--- src/rtl/lift2_pkg.sv ---
package lift2_pkg;
  localparam int unsigned NST = 5;
  localparam int unsigned SW  = NST;

  localparam int unsigned IX_PARK = 0;
  localparam int unsigned IX_WAIT = 1;
  localparam int unsigned IX_SHUT = 2;
  localparam int unsigned IX_DN   = 3;
  localparam int unsigned IX_UP   = 4;

  localparam logic [SW-1:0] ST_PARK = SW'(1) << IX_PARK;
  localparam logic [SW-1:0] ST_WAIT = SW'(1) << IX_WAIT;
  localparam logic [SW-1:0] ST_SHUT = SW'(1) << IX_SHUT;
  localparam logic [SW-1:0] ST_DN   = SW'(1) << IX_DN;
  localparam logic [SW-1:0] ST_UP   = SW'(1) << IX_UP;

  // A request exists when the door is open and someone wants the other floor.
  function automatic logic req_term(input logic dopen, input logic lo, input logic hi,
                                    input logic want_lo, input logic want_hi);
    return dopen & ((lo & want_hi) | (hi & want_lo));
  endfunction

  // Leave the shut state only with the door closed and a floor known.
  function automatic logic can_depart(input logic shut, input logic lo, input logic hi);
    return shut & (lo | hi);
  endfunction
endpackage

--- src/rtl/lift2_next.sv ---
module lift2_next
  import lift2_pkg::*;
(
  input  logic [SW-1:0] st,
  input  logic          at_lo,
  input  logic          at_hi,
  input  logic          door_shut,
  input  logic          timer_done,
  input  logic          req,
  output logic [SW-1:0] nxt,
  output logic          ev_depart,
  output logic          ev_arrive
);
  logic depart_ok;
  assign depart_ok = can_depart(door_shut, at_lo, at_hi);
  assign ev_depart = st[IX_SHUT] & depart_ok;
  assign ev_arrive = (st[IX_DN] & at_lo) | (st[IX_UP] & at_hi);

  always_comb begin
    nxt = '0;
    nxt[IX_PARK] = (st[IX_PARK] & ~req) | ev_arrive;
    nxt[IX_WAIT] = (st[IX_PARK] & req) | (st[IX_WAIT] & ~timer_done);
    nxt[IX_SHUT] = (st[IX_WAIT] & timer_done) | (st[IX_SHUT] & ~depart_ok);
    nxt[IX_DN]   = (ev_depart & at_hi) | (st[IX_DN] & ~at_lo);
    nxt[IX_UP]   = (ev_depart & at_lo & ~at_hi) | (st[IX_UP] & ~at_hi);
  end
endmodule

--- src/rtl/lift2_outs.sv ---
module lift2_outs
  import lift2_pkg::*;
(
  input  logic [SW-1:0] st,
  input  logic          req,
  input  logic          at_lo,
  input  logic          at_hi,
  input  logic          near_lo,
  input  logic          near_hi,
  input  logic          door_open,
  input  logic          door_shut,
  output logic          mov_up,
  output logic          mov_dn,
  output logic          tmr_start,
  output logic          slow,
  output logic          door_open_cmd,
  output logic          door_close_cmd
);
  always_comb begin
    mov_up         = st[IX_UP];
    mov_dn         = st[IX_DN];
    tmr_start      = st[IX_PARK] & req;
    slow           = (st[IX_DN] & near_lo) | (st[IX_UP] & near_hi);
    door_open_cmd  = st[IX_PARK] & ~door_open;
    door_close_cmd = st[IX_SHUT] & ~door_shut & (at_lo | at_hi);
  end
endmodule

--- src/rtl/lift2_ctrl.sv ---
module lift2_ctrl
  import lift2_pkg::*;
(
  input  logic          clk,
  input  logic          rst,
  input  logic          hall_lo,
  input  logic          hall_hi,
  input  logic          car_lo,
  input  logic          car_hi,
  input  logic          at_lo,
  input  logic          at_hi,
  input  logic          near_lo,
  input  logic          near_hi,
  input  logic          door_open,
  input  logic          door_shut,
  input  logic          timer_done,
  output logic          mov_up,
  output logic          mov_dn,
  output logic          tmr_start,
  output logic          slow,
  output logic          door_open_cmd,
  output logic          door_close_cmd,
  output logic [SW-1:0] state_q
);
  logic [SW-1:0] state_d;
  logic          req;
  logic          ev_depart;
  logic          ev_arrive;

  assign req = req_term(door_open, at_lo, at_hi, hall_lo | car_lo, hall_hi | car_hi);

  lift2_next u_next (
    .st(state_q), .at_lo(at_lo), .at_hi(at_hi), .door_shut(door_shut),
    .timer_done(timer_done), .req(req), .nxt(state_d),
    .ev_depart(ev_depart), .ev_arrive(ev_arrive)
  );

  lift2_outs u_outs (
    .st(state_q), .req(req), .at_lo(at_lo), .at_hi(at_hi),
    .near_lo(near_lo), .near_hi(near_hi), .door_open(door_open),
    .door_shut(door_shut), .mov_up(mov_up), .mov_dn(mov_dn),
    .tmr_start(tmr_start), .slow(slow), .door_open_cmd(door_open_cmd),
    .door_close_cmd(door_close_cmd)
  );

  always_ff @(posedge clk) begin
    if (rst) state_q <= ST_PARK;
    else     state_q <= state_d;
  end

  assert_state_onehot_R2: assert property (@(posedge clk) disable iff (rst)
    $countones(state_q) == 1);
  assert_motion_excl_R10: assert property (@(posedge clk) disable iff (rst)
    !(mov_up && mov_dn));
  assert_tstart_to_wait_R4: assert property (@(posedge clk) disable iff (rst)
    tmr_start |=> state_q == ST_WAIT);
  assert_wait_hold_R5: assert property (@(posedge clk) disable iff (rst)
    (state_q == ST_WAIT && !timer_done) |=> state_q == ST_WAIT);
  assert_shut_hold_R6: assert property (@(posedge clk) disable iff (rst)
    (state_q == ST_SHUT && !door_shut) |=> state_q == ST_SHUT);
  assert_depart_hi_R7: assert property (@(posedge clk) disable iff (rst)
    (ev_depart && at_hi) |=> state_q == ST_DN);
  assert_arrive_lo_R8: assert property (@(posedge clk) disable iff (rst)
    (state_q == ST_DN && at_lo) |=> state_q == ST_PARK);
  assert_arrive_hi_R9: assert property (@(posedge clk) disable iff (rst)
    (state_q == ST_UP && at_hi) |=> state_q == ST_PARK);
  assert_arrive_event_R8: assert property (@(posedge clk) disable iff (rst)
    ev_arrive |=> !mov_up && !mov_dn);
endmodule

--- config.mk ---
export PLATFORM = sky130hd
export DESIGN_NAME = lift2_ctrl
export DESIGN_NICKNAME = d
export VERILOG_FILES = /design/src/rtl/lift2_pkg.sv /design/src/rtl/lift2_next.sv /design/src/rtl/lift2_outs.sv /design/src/rtl/lift2_ctrl.sv
export SDC_FILE = /design/constraint.sdc
export NUM_CORES = 1
export LEC_CHECK = 0
export BUFFER_PORTS_ARGS = -buffer_cell sky130_fd_sc_hd__buf_2
export CORE_AREA = 3 3 40 42
export DETAILED_ROUTE_END_ITERATION = 6
export DIE_AREA = 0 0 43 45
export HOLD_SLACK_MARGIN = 0.02
export PLACE_DENSITY = 0.47
export SKIP_LAST_GASP = 1
export SLEW_MARGIN = 20
export SYNTH_ARGS = -nofsm -noshare
export SYNTH_HDL_FRONTEND = slang
export SYNTH_SLANG_ARGS = --single-unit
--- constraint.sdc ---
create_clock -name clk -period 0.9 [get_ports clk]
set_input_delay 0.18 -clock clk [delete_from_list [all_inputs] [get_ports clk]]
set_output_delay 0.18 -clock clk [all_outputs]
set_load 0.05 [all_outputs]
== Word-level counts from Yosys, hierarchy flattened ==
Index checks and enable logic that the tools add are counted.
Cells by class
  equality and inequality tests: 0
  divide/modulo/power cells: 0
  magnitude comparators: 0
  add/sub/neg operators: 0
  multipliers: 0
  bitwise logic cells: 40
  multiplexer cells: 0
  reductions and logical operators: 0
  shift-type cells: 0
Operators by type and width (number)
  bitwise AND 1 bit: 22
  bitwise OR 1 bit: 11
  inverter 1 bit: 7
Word-level totals
  memories: 0
  bits in latches: 0
  RAM bits: 0
  memory bits (read-only): 0
  bits of input ports: 13
  register bits after elaboration: 5

== Depth between registers and ports, before layout ==
Gate-level depths: netlist (run 1).
  word-level depth: 7
  depth in mapped cells: 3
  depth with buffers taken out: 3

== Cells and area by module ==
Synthesis (run 1) repeated with hierarchy kept, for this count alone.
Unflattened totals
  cells, all modules: 34
  area, all modules: 291.5 µm²
Modules (own cells, without submodules)
  lift2_ctrl: area each 158.9 µm², cells each 13, instances 1, seq. area each 100.1 µm²
  lift2_next: area each 80.1 µm², cells each 14, instances 1, seq. area each 0.0 µm²
  lift2_outs: area each 52.6 µm², cells each 7, instances 1, seq. area each 0.0 µm²

== Worst setup path after synthesis (run 1) ==
OpenSTA, ideal clock, no wires.
  path type: reg2out
  start point: reg state_q[2]
  end point: out door_close_cmd
  cell stages (with the launch flop): 2
  data arrival time: 1.888 ns
  path slack: -1.168 ns
  cell sequence: dfxtp_1 > nor3b_1
On the way
  cells in the longest elaborated chain, start to end: 2
Ends and longest elaborated chain
  start: declaration: line lift2_ctrl.sv:23  | output logic [SW-1:0] state_q
  start signal: assignment: line lift2_ctrl.sv:48  | else state_q <= state_d;
  bitwise AND 1 bit (2 in a row): line lift2_outs.sv:25  | door_close_cmd = st[IX_SHUT] & ~door_shut & (at_lo | at_hi);
  end: declaration: line lift2_ctrl.sv:22  | output logic door_close_cmd,
Every way passes these cells.

== Final worst setup path (run 1) ==
  start point: reg state_q[3]
  end point: out slow
On the way
  cells in the longest elaborated chain, start to end: 2
Ends and longest elaborated chain
  bitwise AND 1 bit: line lift2_outs.sv:23  | slow = (st[IX_DN] & near_lo) | (st[IX_UP] & near_hi);
  bitwise OR 1 bit: line lift2_outs.sv:23
  end: declaration: line lift2_ctrl.sv:20  | output logic slow,
Every way passes these cells.

==> impl_metrics.yaml, run 1 <==
routing:
  routed_via_density: 4.44
  drt_iter0_markers: 2
  drc_errors: 0
  via_count: 386
  dr.pass1.iters: 4
  routed_wl_um: 906
  ant_nets: 0
  wl_per_cell_um: 10.4
yosys:
  synth_edf_count: 0
  avgSynthCellArea_sq_um: 8.59
  synth_top_area_cell: "dfxtp_1"
  synth_top_cell_area_share: 0.402
  ys_top_cells_by_area: "dfxtp_1, buf_4, nor3b_1, o211ai_1, nand3_1"
  synthFlopType: "dfxtp_1"
  yosysMostFrequentCell: "dfxtp_1"
  yosysWarnings: 0
  syn_nets: 42
  synth_cell_type_count: 19
  synth.yosys.seq_area_share: 0.402
  syn-cell-area_sq_um: 249
  synthArstFlopShare: 0
  synth_seq_cells: 5
  postSynthCellCount: 29
job:
  drv_cap: 0
layout:
  finish.net_count: 86
  final_layout_size_suffix_gt1_frac: 0.764
  top_register: "state_q"
  antenna_cells: 0
  largest_reg_flops: 5
  largestRegisters: "state_q (5)"
  fin_area_sq_um: 693
  syn2layout_area_growth_pct: 178
worst_setup_path:
  cpPeakStageDelay_ns: 0.34
  arrival_ns: 0.98
  startpoint_type: "register"
  worstPathMaxFanout: 4
  critPathSlowestCell: "dfxtp_4"
  reg2reg_depth: 4
  cp_top_family: "flip-flops"
  required_ns: 0.72
  worstSetupEndpointType: "output pin"
  cp.depth: 2
  worst-path-buf-inv: 1
  crit_path_cell_trace: "a22o_4, buf_8"
  crit_type: "register to output pin"
global_routing:
  grt_use_total: 0.0976
  grt_pass1_vias: 363
  top_usage_layer: "met2"
  use_met3: 0.0637
  use_met2: 0.180
  grt_pass1_wl_um: 1400
  gr-usage-met1: 0.0993
  gr-total-overflow: 0
  antenna_found_initial: 0
  grt_max_degree: 7
placement:
  gp_congestion: 0.745
  postPlaceCellArea_sq_um: 488
  portBuffers: 23
  hpwlAfterDp_um: 660
sta:
  fmax_mhz: 866
  relSlewSlack: 0.837
  layout_setup_ws_ns: -0.255
  finalMaxSlewViolations: 0
  holdWs_ns: 0.176
  hold_viol: 0
  rsz0062_at_grt: "yes"
  tightest_slew_ns: 0.247
  setup_viol: 12
  clock_skew_ns: 0.00290
  timing.final.crit_share: 1.28
  period_needed_ns: 1.16
die:
  fp.dieW_um: 43
  rows: 13
  start_util: 0.194
  io_pins: 24
  dieArea_sq_um: 1940
  die_h_um: 45
  core_area_sq_um: 1280
clocking:
  cts_buffers: 3
  holdBufCountCts: 0
  root_buffer: "clkbuf_4"
  clk_latency_ns: 0.24
  clk_path_buf_depth: 2
  cts.clk_slew.worst_paths_ns: 0.04
  tritoncts: "done"
  htree_levels: 1
  clock_sink_count: 5
min_path:
  min_path_type: "input pin to register"
  hold_path_depth: 2
power_and_ir_drop:
  peakVddDrop_v: 0.00106
  p_leak_nw: 0.340
  power_density_nw_per_um2: 1140
run_status:
  violations: "negative setup slack"
  status: "finished, violations left"
-- where the power goes --
| group | total (W) | internal (W) | switching, W |
|---|---|---|---|
| logic | 0.000292 | 0.000152 | 0.000140 |
| registers | 0.000240 | 0.000227 | 0.0000129 |
| clock network | 0.000257 | 0.000167 | 0.0000892 |
| total | 0.000788 | 0.000547 | 0.000242 |
-- cells by family after synthesis --
logic type             Yosys count  share of synthesized area
AND/OR/NAND/NOR                 12                      0.261
flip-flops                       5                      0.402
AO/OA/AOI/OAI                    9                      0.261
buffers and inverters            3                     0.0753
-- area by class of cell --
| cell class | instances | area (sq um) |
|---|---|---|
| fillers | 121 | 592 |
| repair buffers | 41 | 358 |
| multi-input cells | 21 | 170 |
| flip-flops and latches | 5 | 116 |
| clock buffers | 4 | 26.3 |
| well taps | 15 | 18.8 |
| inverters | 1 | 3.75 |
-- metal layers --
| layer | part of all wire | wire length (um) |
|---|---|---|
| met3 | 0.086 | 78 |
| met4 | 0 | 0 |
| met2 | 0.55 | 501 |
| met1 | 0.36 | 326 |
| met5 | 0 | 0 |
-- repair_timing --
action	in CTS	in global routing
setup endpoints to repair	12	14
gates resized for setup	26	7
pin swaps	3	6
buffers inserted	5	3
-- placed cells by master, fill, tap and decap left out, types with 2 or more instances in the layout --
master    netlist  final
nor2_1          2      2
buf_4           2     14
nand2_1         2      2
nand3_1         2      2
o211ai_1        2      2
dfxtp_4         0      4
buf_6           0      6
clkbuf_4        0      3
buf_2           0     13
buf_8           0      8
-- final timing paths --
| path | startpoint | end | slack [ns] |
|---|---|---|---|
| worst min register to register | state_q[1]$_SDFF_PP0_ | state_q[2]$_SDFF_PP0_ | 0.53 |
| worst min-delay path | rst | state_q[3]$_SDFF_PP0_ | 0.18 |
| worst max-delay path | state_q[3]$_SDFF_PP0_ | slow | -0.26 |
| worst max register to register | state_q[4]$_SDFF_PP0_ | state_q[0]$_SDFF_PP1_ | -0.05 |
-- metrics by stage --
stage	cells	worst slack, ns	TNS, ns	utilization	total power (W)
3_3_place_gp	75	-0.238	-0.576	0.380	0.000449
2_1_floorplan	29	-0.242	-0.310	-	0.000356
6_report	87	-0.255	-1.53	0.539	0.000788
4_1_cts	84	-0.263	-1.46	0.499	0.000782
3_5_place_dp	75	-0.238	-0.570	0.380	0.000450
5_1_grt	87	-0.271	-1.88	0.539	0.000829
Note: power is estimated with default switching activity, not from simulation.
==> inputs of run 2 (changes only) <==
--- a/config.mk
+++ b/config.mk
@@ -6,11 +6,14 @@
 export NUM_CORES = 1
 export LEC_CHECK = 0
 export BUFFER_PORTS_ARGS = -buffer_cell sky130_fd_sc_hd__buf_2
+export CELL_PAD_IN_SITES_DETAIL_PLACEMENT = 0
+export CELL_PAD_IN_SITES_GLOBAL_PLACEMENT = 1
 export CORE_AREA = 3 3 40 42
+export CTS_CLUSTER_DIAMETER = 120
 export DETAILED_ROUTE_END_ITERATION = 6
 export DIE_AREA = 0 0 43 45
 export HOLD_SLACK_MARGIN = 0.02
-export PLACE_DENSITY = 0.47
+export PLACE_DENSITY = 0.66
 export SKIP_LAST_GASP = 1
 export SLEW_MARGIN = 20
 export SYNTH_ARGS = -nofsm -noshare
==> run 2 against run 1 <==
  * The flow still finishes with violations (negative setup slack)
  * Core utilization grew 2.9 points
  * Global-route usage is 2.6 points higher
  * Clock power rose by 5%
  * Critical path type unchanged
==> impl_metrics.yaml, run 2 (synthesis gave the netlist of run 1 again) <==
clocking:
  clock_sink_count: 5
  cts_buffers: 3
  clk_latency_ns: 0.25
  cts.clk_slew.worst_paths_ns: 0.04
  tritoncts: "done"
  clk_path_buf_depth: 2
  htree_levels: 1
  root_buffer: "clkbuf_4"
die:
  core_area_sq_um: 1280
  dieArea_sq_um: 1940
  fp.dieW_um: 43
  rows: 13
  io_pins: 24
  start_util: 0.194
  die_h_um: 45
worst_setup_path:
  required_ns: 0.72
  worstPathMaxFanout: 3
  worst-path-buf-inv: 1
  arrival_ns: 0.97
  critPathSlowestCell: "dfxtp_4"
  cpPeakStageDelay_ns: 0.35
  cp_top_family: "flip-flops"
  startpoint_type: "register"
  worstSetupEndpointType: "output pin"
  crit_path_cell_trace: "a22o_4, buf_6"
  crit_type: "register to output pin"
routing:
  ant_nets: 0
  via_count: 383
  dr.pass1.iters: 4
  routed_via_density: 4.45
  wl_per_cell_um: 12.2
  drc_errors: 0
  routed_wl_um: 1050
  drt_iter0_markers: 4
power_and_ir_drop:
  power_w: 0.000813
  pwr-share-clk: 0.333
  p_leak_nw: 0.344
  p_comb_frac: 0.374
  p_seq_frac: 0.293
  power_density_nw_per_um2: 1110
  peakVddDrop_v: 0.000543
  swShare: 0.323
  switchingPower_w: 0.000263
  internal_power_w: 0.000550
layout:
  syn2layout_area_growth_pct: 193
  fillers: 110
  fin_area_sq_um: 731
  final_layout_size_suffix_gt1_frac: 0.803
  seq_area_sq_um: 116
  finish.net_count: 85
  final_common_cell: "buf_4"
  layout_common_cells: "buf_4, buf_2, buf_8, buf_6, dfxtp_4"
  multiInputGateArea_sq_um: 195
  top_register: "state_q"
  largest_reg_flops: 5
  antenna_cells: 0
  largestRegisters: "state_q (5)"
global_routing:
  grt_use_total: 0.124
  grt_pass1_wl_um: 1730
  antenna_found_initial: 0
  gr-total-overflow: 0
  grt_pass1_vias: 429
  grt_max_degree: 7
sta:
  layout_setup_ws_ns: -0.252
  tightest_slew_ns: 0.285
  rsz0062_at_grt: "yes"
  timing.final.crit_share: 1.28
  hold_viol: 0
  clock_skew_ns: 0.00408
  relSlewSlack: 0.808
  period_needed_ns: 1.15
  fmax_mhz: 868
  setup_viol: 12
  finalMaxSlewViolations: 0
placement:
  gp_congestion: 0.713
  portBuffers: 23
  postPlaceCellArea_sq_um: 510
  hpwlAfterDp_um: 671
min_path:
  min_path_type: "input pin to register"
job:
  drv_cap: 0
run_status:
  status: "finished, violations left"
  violations: "negative setup slack"
run 2: final cells by class:
| class | count | area share |
|---|---|---|
| Clock buffer | 4 | 0.0360 |
| Inverter | 1 | 0.00514 |
| Multi-Input combinational cell | 21 | 0.267 |
| Sequential cell | 5 | 0.159 |
| Tap cell | 15 | 0.0257 |
| Timing Repair Buffer | 40 | 0.507 |
run 2: worst paths after layout:
path                         startpoint                     to  slack, ns  cells after the start
setup reg to reg  state_q[3]$_SDFF_PP0_  state_q[0]$_SDFF_PP1_          0                      3
setup / recovery  state_q[3]$_SDFF_PP0_                   slow      -0.25                      2
hold / removal                      rst  state_q[4]$_SDFF_PP0_       0.20                      2
hold reg to reg   state_q[3]$_SDFF_PP0_  state_q[0]$_SDFF_PP1_       0.60                      3
run 2: what timing repair did:
item | in CTS | in global routing
pin swaps | 3 | 5
setup buffers | 4 | 2
setup endpoints to repair | 12 | 15
hold buffers | 0 | 0
gates resized for setup | 31 | 13
run 2: metrics by stage:
| stage | setup TNS [ns] | setup WS, ns | hold WS, ns | std cells | util |
|---|---|---|---|---|---|
| 2_1_floorplan | -0.310 | -0.242 | 0.239 | 29 | - |
| 3_3_place_gp | -0.563 | -0.238 | 0.414 | 78 | 0.397 |
| 3_5_place_dp | -0.599 | -0.252 | 0.416 | 78 | 0.397 |
| 4_1_cts | -1.66 | -0.259 | 0.168 | 86 | 0.525 |
| 6_report | -1.67 | -0.252 | 0.196 | 86 | 0.569 |
| 5_1_grt | -2.04 | -0.274 | 0.202 | 86 | 0.569 |
run 2: power groups by stage:
stage	Sequential, W	Combinational (W)	Clock [W]
2_1_floorplan	0.000277	0.0000790	0
3_3_place_gp	0.000240	0.000215	0
3_5_place_dp	0.000239	0.000215	0
4_1_cts	0.000239	0.000278	0.000280
5_1_grt	0.000240	0.000321	0.000291
6_report	0.000238	0.000304	0.000270
run 2: metal layers:
layer  part of all wire  vias to the layer above  track usage
li1                   -                      193            -
met2               0.58                       15        0.234
met1               0.33                      173        0.120
met3              0.064                        2       0.0239
met4              0.026                        0       0.0904
met5                  0                        -            0
==> inputs of run 3 (changes only) <==
--- a/config.mk
+++ b/config.mk
@@ -5,15 +5,15 @@
 export SDC_FILE = /design/constraint.sdc
 export NUM_CORES = 1
 export LEC_CHECK = 0
-export BUFFER_PORTS_ARGS = -buffer_cell sky130_fd_sc_hd__buf_2
 export CELL_PAD_IN_SITES_DETAIL_PLACEMENT = 0
 export CELL_PAD_IN_SITES_GLOBAL_PLACEMENT = 1
 export CORE_AREA = 3 3 40 42
 export CTS_CLUSTER_DIAMETER = 120
 export DETAILED_ROUTE_END_ITERATION = 6
 export DIE_AREA = 0 0 43 45
+export DONT_BUFFER_PORTS = 1
 export HOLD_SLACK_MARGIN = 0.02
-export PLACE_DENSITY = 0.66
+export PLACE_DENSITY = 0.42
 export SKIP_LAST_GASP = 1
 export SLEW_MARGIN = 20
 export SYNTH_ARGS = -nofsm -noshare
==> constraint.sdc (replaced) <==
create_clock -name clk -period 1.1 [get_ports clk]
set_input_delay 0.22 -clock clk [delete_from_list [all_inputs] [get_ports clk]]
set_output_delay 0.22 -clock clk [all_outputs]
set_load 0.05 [all_outputs]
==> run 3 against run 2 <==
  * Highest routed layer unchanged
  * Register-to-register slack improved by 0.27 ns
  * Cell count decreased by 37%
  * Largest power group is now clock
  * Core utilization decreased by 25 points
  * Largest cell class is now multi-input combinational cells
  * The flow still finishes with violations (negative setup slack)
==> impl_metrics.yaml, run 3 (synthesis gave the netlist of run 1 again) <==
placement:
  dp_cells: 49
  gp_congestion: 0.651
  portBuffers: 0
  postPlaceCellArea_sq_um: 368
  hpwlAfterDp_um: 572
worst_setup_path:
  crit_type: "register to output pin"
  worstPathMaxFanout: 2
  required_ns: 0.88
  startpoint_type: "register"
  rrSetupSlack_ns: 0.27
  reg2reg_depth: 3
  arrival_ns: 0.92
  worstSetupEndpointType: "output pin"
  timing.rr.end: "state_q[4]$_SDFF_PP0_"
  regToRegStartpoint: "state_q[2]$_SDFF_PP0_"
die:
  start_util: 0.194
  dieArea_sq_um: 1940
  die_h_um: 45
  rows: 13
  io_pins: 24
  fp.dieW_um: 43
  core_area_sq_um: 1280
sta:
  holdWs_ns: 0.0389
  layout_setup_ws_ns: -0.0385
  clock_skew_ns: 0.000188
  timing.final.crit_share: 1.04
  finalMaxSlewViolations: 0
  hold_viol: 0
  rsz0062_at_grt: "yes"
  tightest_slew_ns: 0.242
  period_needed_ns: 1.14
  setup_viol: 3
  relSlewSlack: 0.838
  fmax_mhz: 878
min_path:
  hold_path_depth: 1
  whs_endpoint: "state_q[3]$_SDFF_PP0_"
  hold_start: "rst"
  min_path_type: "input pin to register"
layout:
  largest_reg_flops: 5
  finish.net_count: 53
  final_cells: 54
  top_register: "state_q"
  largestRegisters: "state_q (5)"
  utilization: 0.322
  antenna_cells: 0
  syn2layout_area_growth_pct: 66.3
  layout_common_cells: "buf_4, dfxtp_2, clkbuf_4, buf_12"
  fin_area_sq_um: 414
  final_layout_size_suffix_gt1_frac: 0.487
clocking:
  holdBufCountCts: 0
  root_buffer: "clkbuf_4"
  clock_sink_count: 5
  clk_latency_ns: 0.24
  htree_levels: 1
  tritoncts: "done"
  clk_path_buf_depth: 2
  cts_buffers: 3
  cts.clk_slew.worst_paths_ns: 0.04
global_routing:
  grt_pass1_wl_um: 1060
  antenna_found_initial: 0
  gr-total-overflow: 0
  grt_use_total: 0.0799
  grt_pass1_vias: 254
  grt_max_degree: 7
routing:
  wl_per_cell_um: 12.5
  drc_errors: 0
  via_count: 268
  drt_iter0_markers: 1
  ant_nets: 0
  routed_via_density: 4.96
  routed_wl_um: 674
  dr.pass1.iters: 3
power_and_ir_drop:
  power_density_nw_per_um2: 1310
  peakVddDrop_v: 0.000399
  p_leak_nw: 0.171
  power_w: 0.000543
run_status:
  status: "finished, violations left"
  violations: "negative setup slack"
job:
  drv_cap: 0
-- run 3: changes by cell type in the layout (fill, tap and decap cells not counted), sizes merged --
cell | previous run | this run
buf | 40 | 8
-- run 3: layout make-up --
type                       instances  area [sq um]
sequential                         5           105
inverter                           1          3.75
clock buffer                       4          26.3
fill                             143           871
timing repair buffer               8           101
tap                               15          18.8
multi-input combinational         21           159
-- run 3: timing repair --
action | CTS | global route
hold endpoints to repair | 0 | 0
endpoints found under the setup margin | 6 | 3
setup buffers | 1 | 0
gates resized for setup | 3 | 0
-- run 3: report_power, final --
group	internal, W	switching, W	total [W]
Sequential	0.000192	0.00000723	0.000199
Combinational	0.0000538	0.0000805	0.000134
Clock	0.000137	0.0000722	0.000209
-- run 3: critical path, cell delays in order, from the launching register on --
cell and delay [ns]:
dfxtp_2 0.31, nor3b_4 0.20, buf_12 0.16
-- run 3: per-layer routing --
| layer | global-route usage | share of wire | wire, um | vias to the layer above |
|---|---|---|---|---|
| met5 | 0 | 0 | 0 | - |
| met4 | 0.0904 | 0.018 | 12 | 0 |
| met2 | 0.0988 | 0.43 | 293 | 22 |
| li1 | - | - | - | 129 |
| met1 | 0.0867 | 0.39 | 263 | 115 |
| met3 | 0.0478 | 0.16 | 106 | 2 |
-- run 3: stage by stage --
step	setup WS, ns	setup TNS (ns)
after CTS	-0.0567	-0.116
after floorplan	-0.172	-0.172
after global routing	-0.0667	-0.176
after global placement	0.0780	0
final	-0.0385	-0.0617
after detailed placement	0.0601	0
-- run 3: how the worst max path moves through the flow --
stage	start	to	slack, ns
4_1_cts	state_q[2]$_SDFF_PP0_	door_close_cmd	-0.06
6_report	state_q[2]$_SDFF_PP0_	door_close_cmd	-0.04
3_5_place_dp	car_hi	tmr_start	0.06
3_3_place_gp	car_hi	tmr_start	0.08
2_1_floorplan	state_q[2]$_SDFF_PP0_	door_close_cmd	-0.17
5_1_grt	state_q[2]$_SDFF_PP0_	door_close_cmd	-0.07
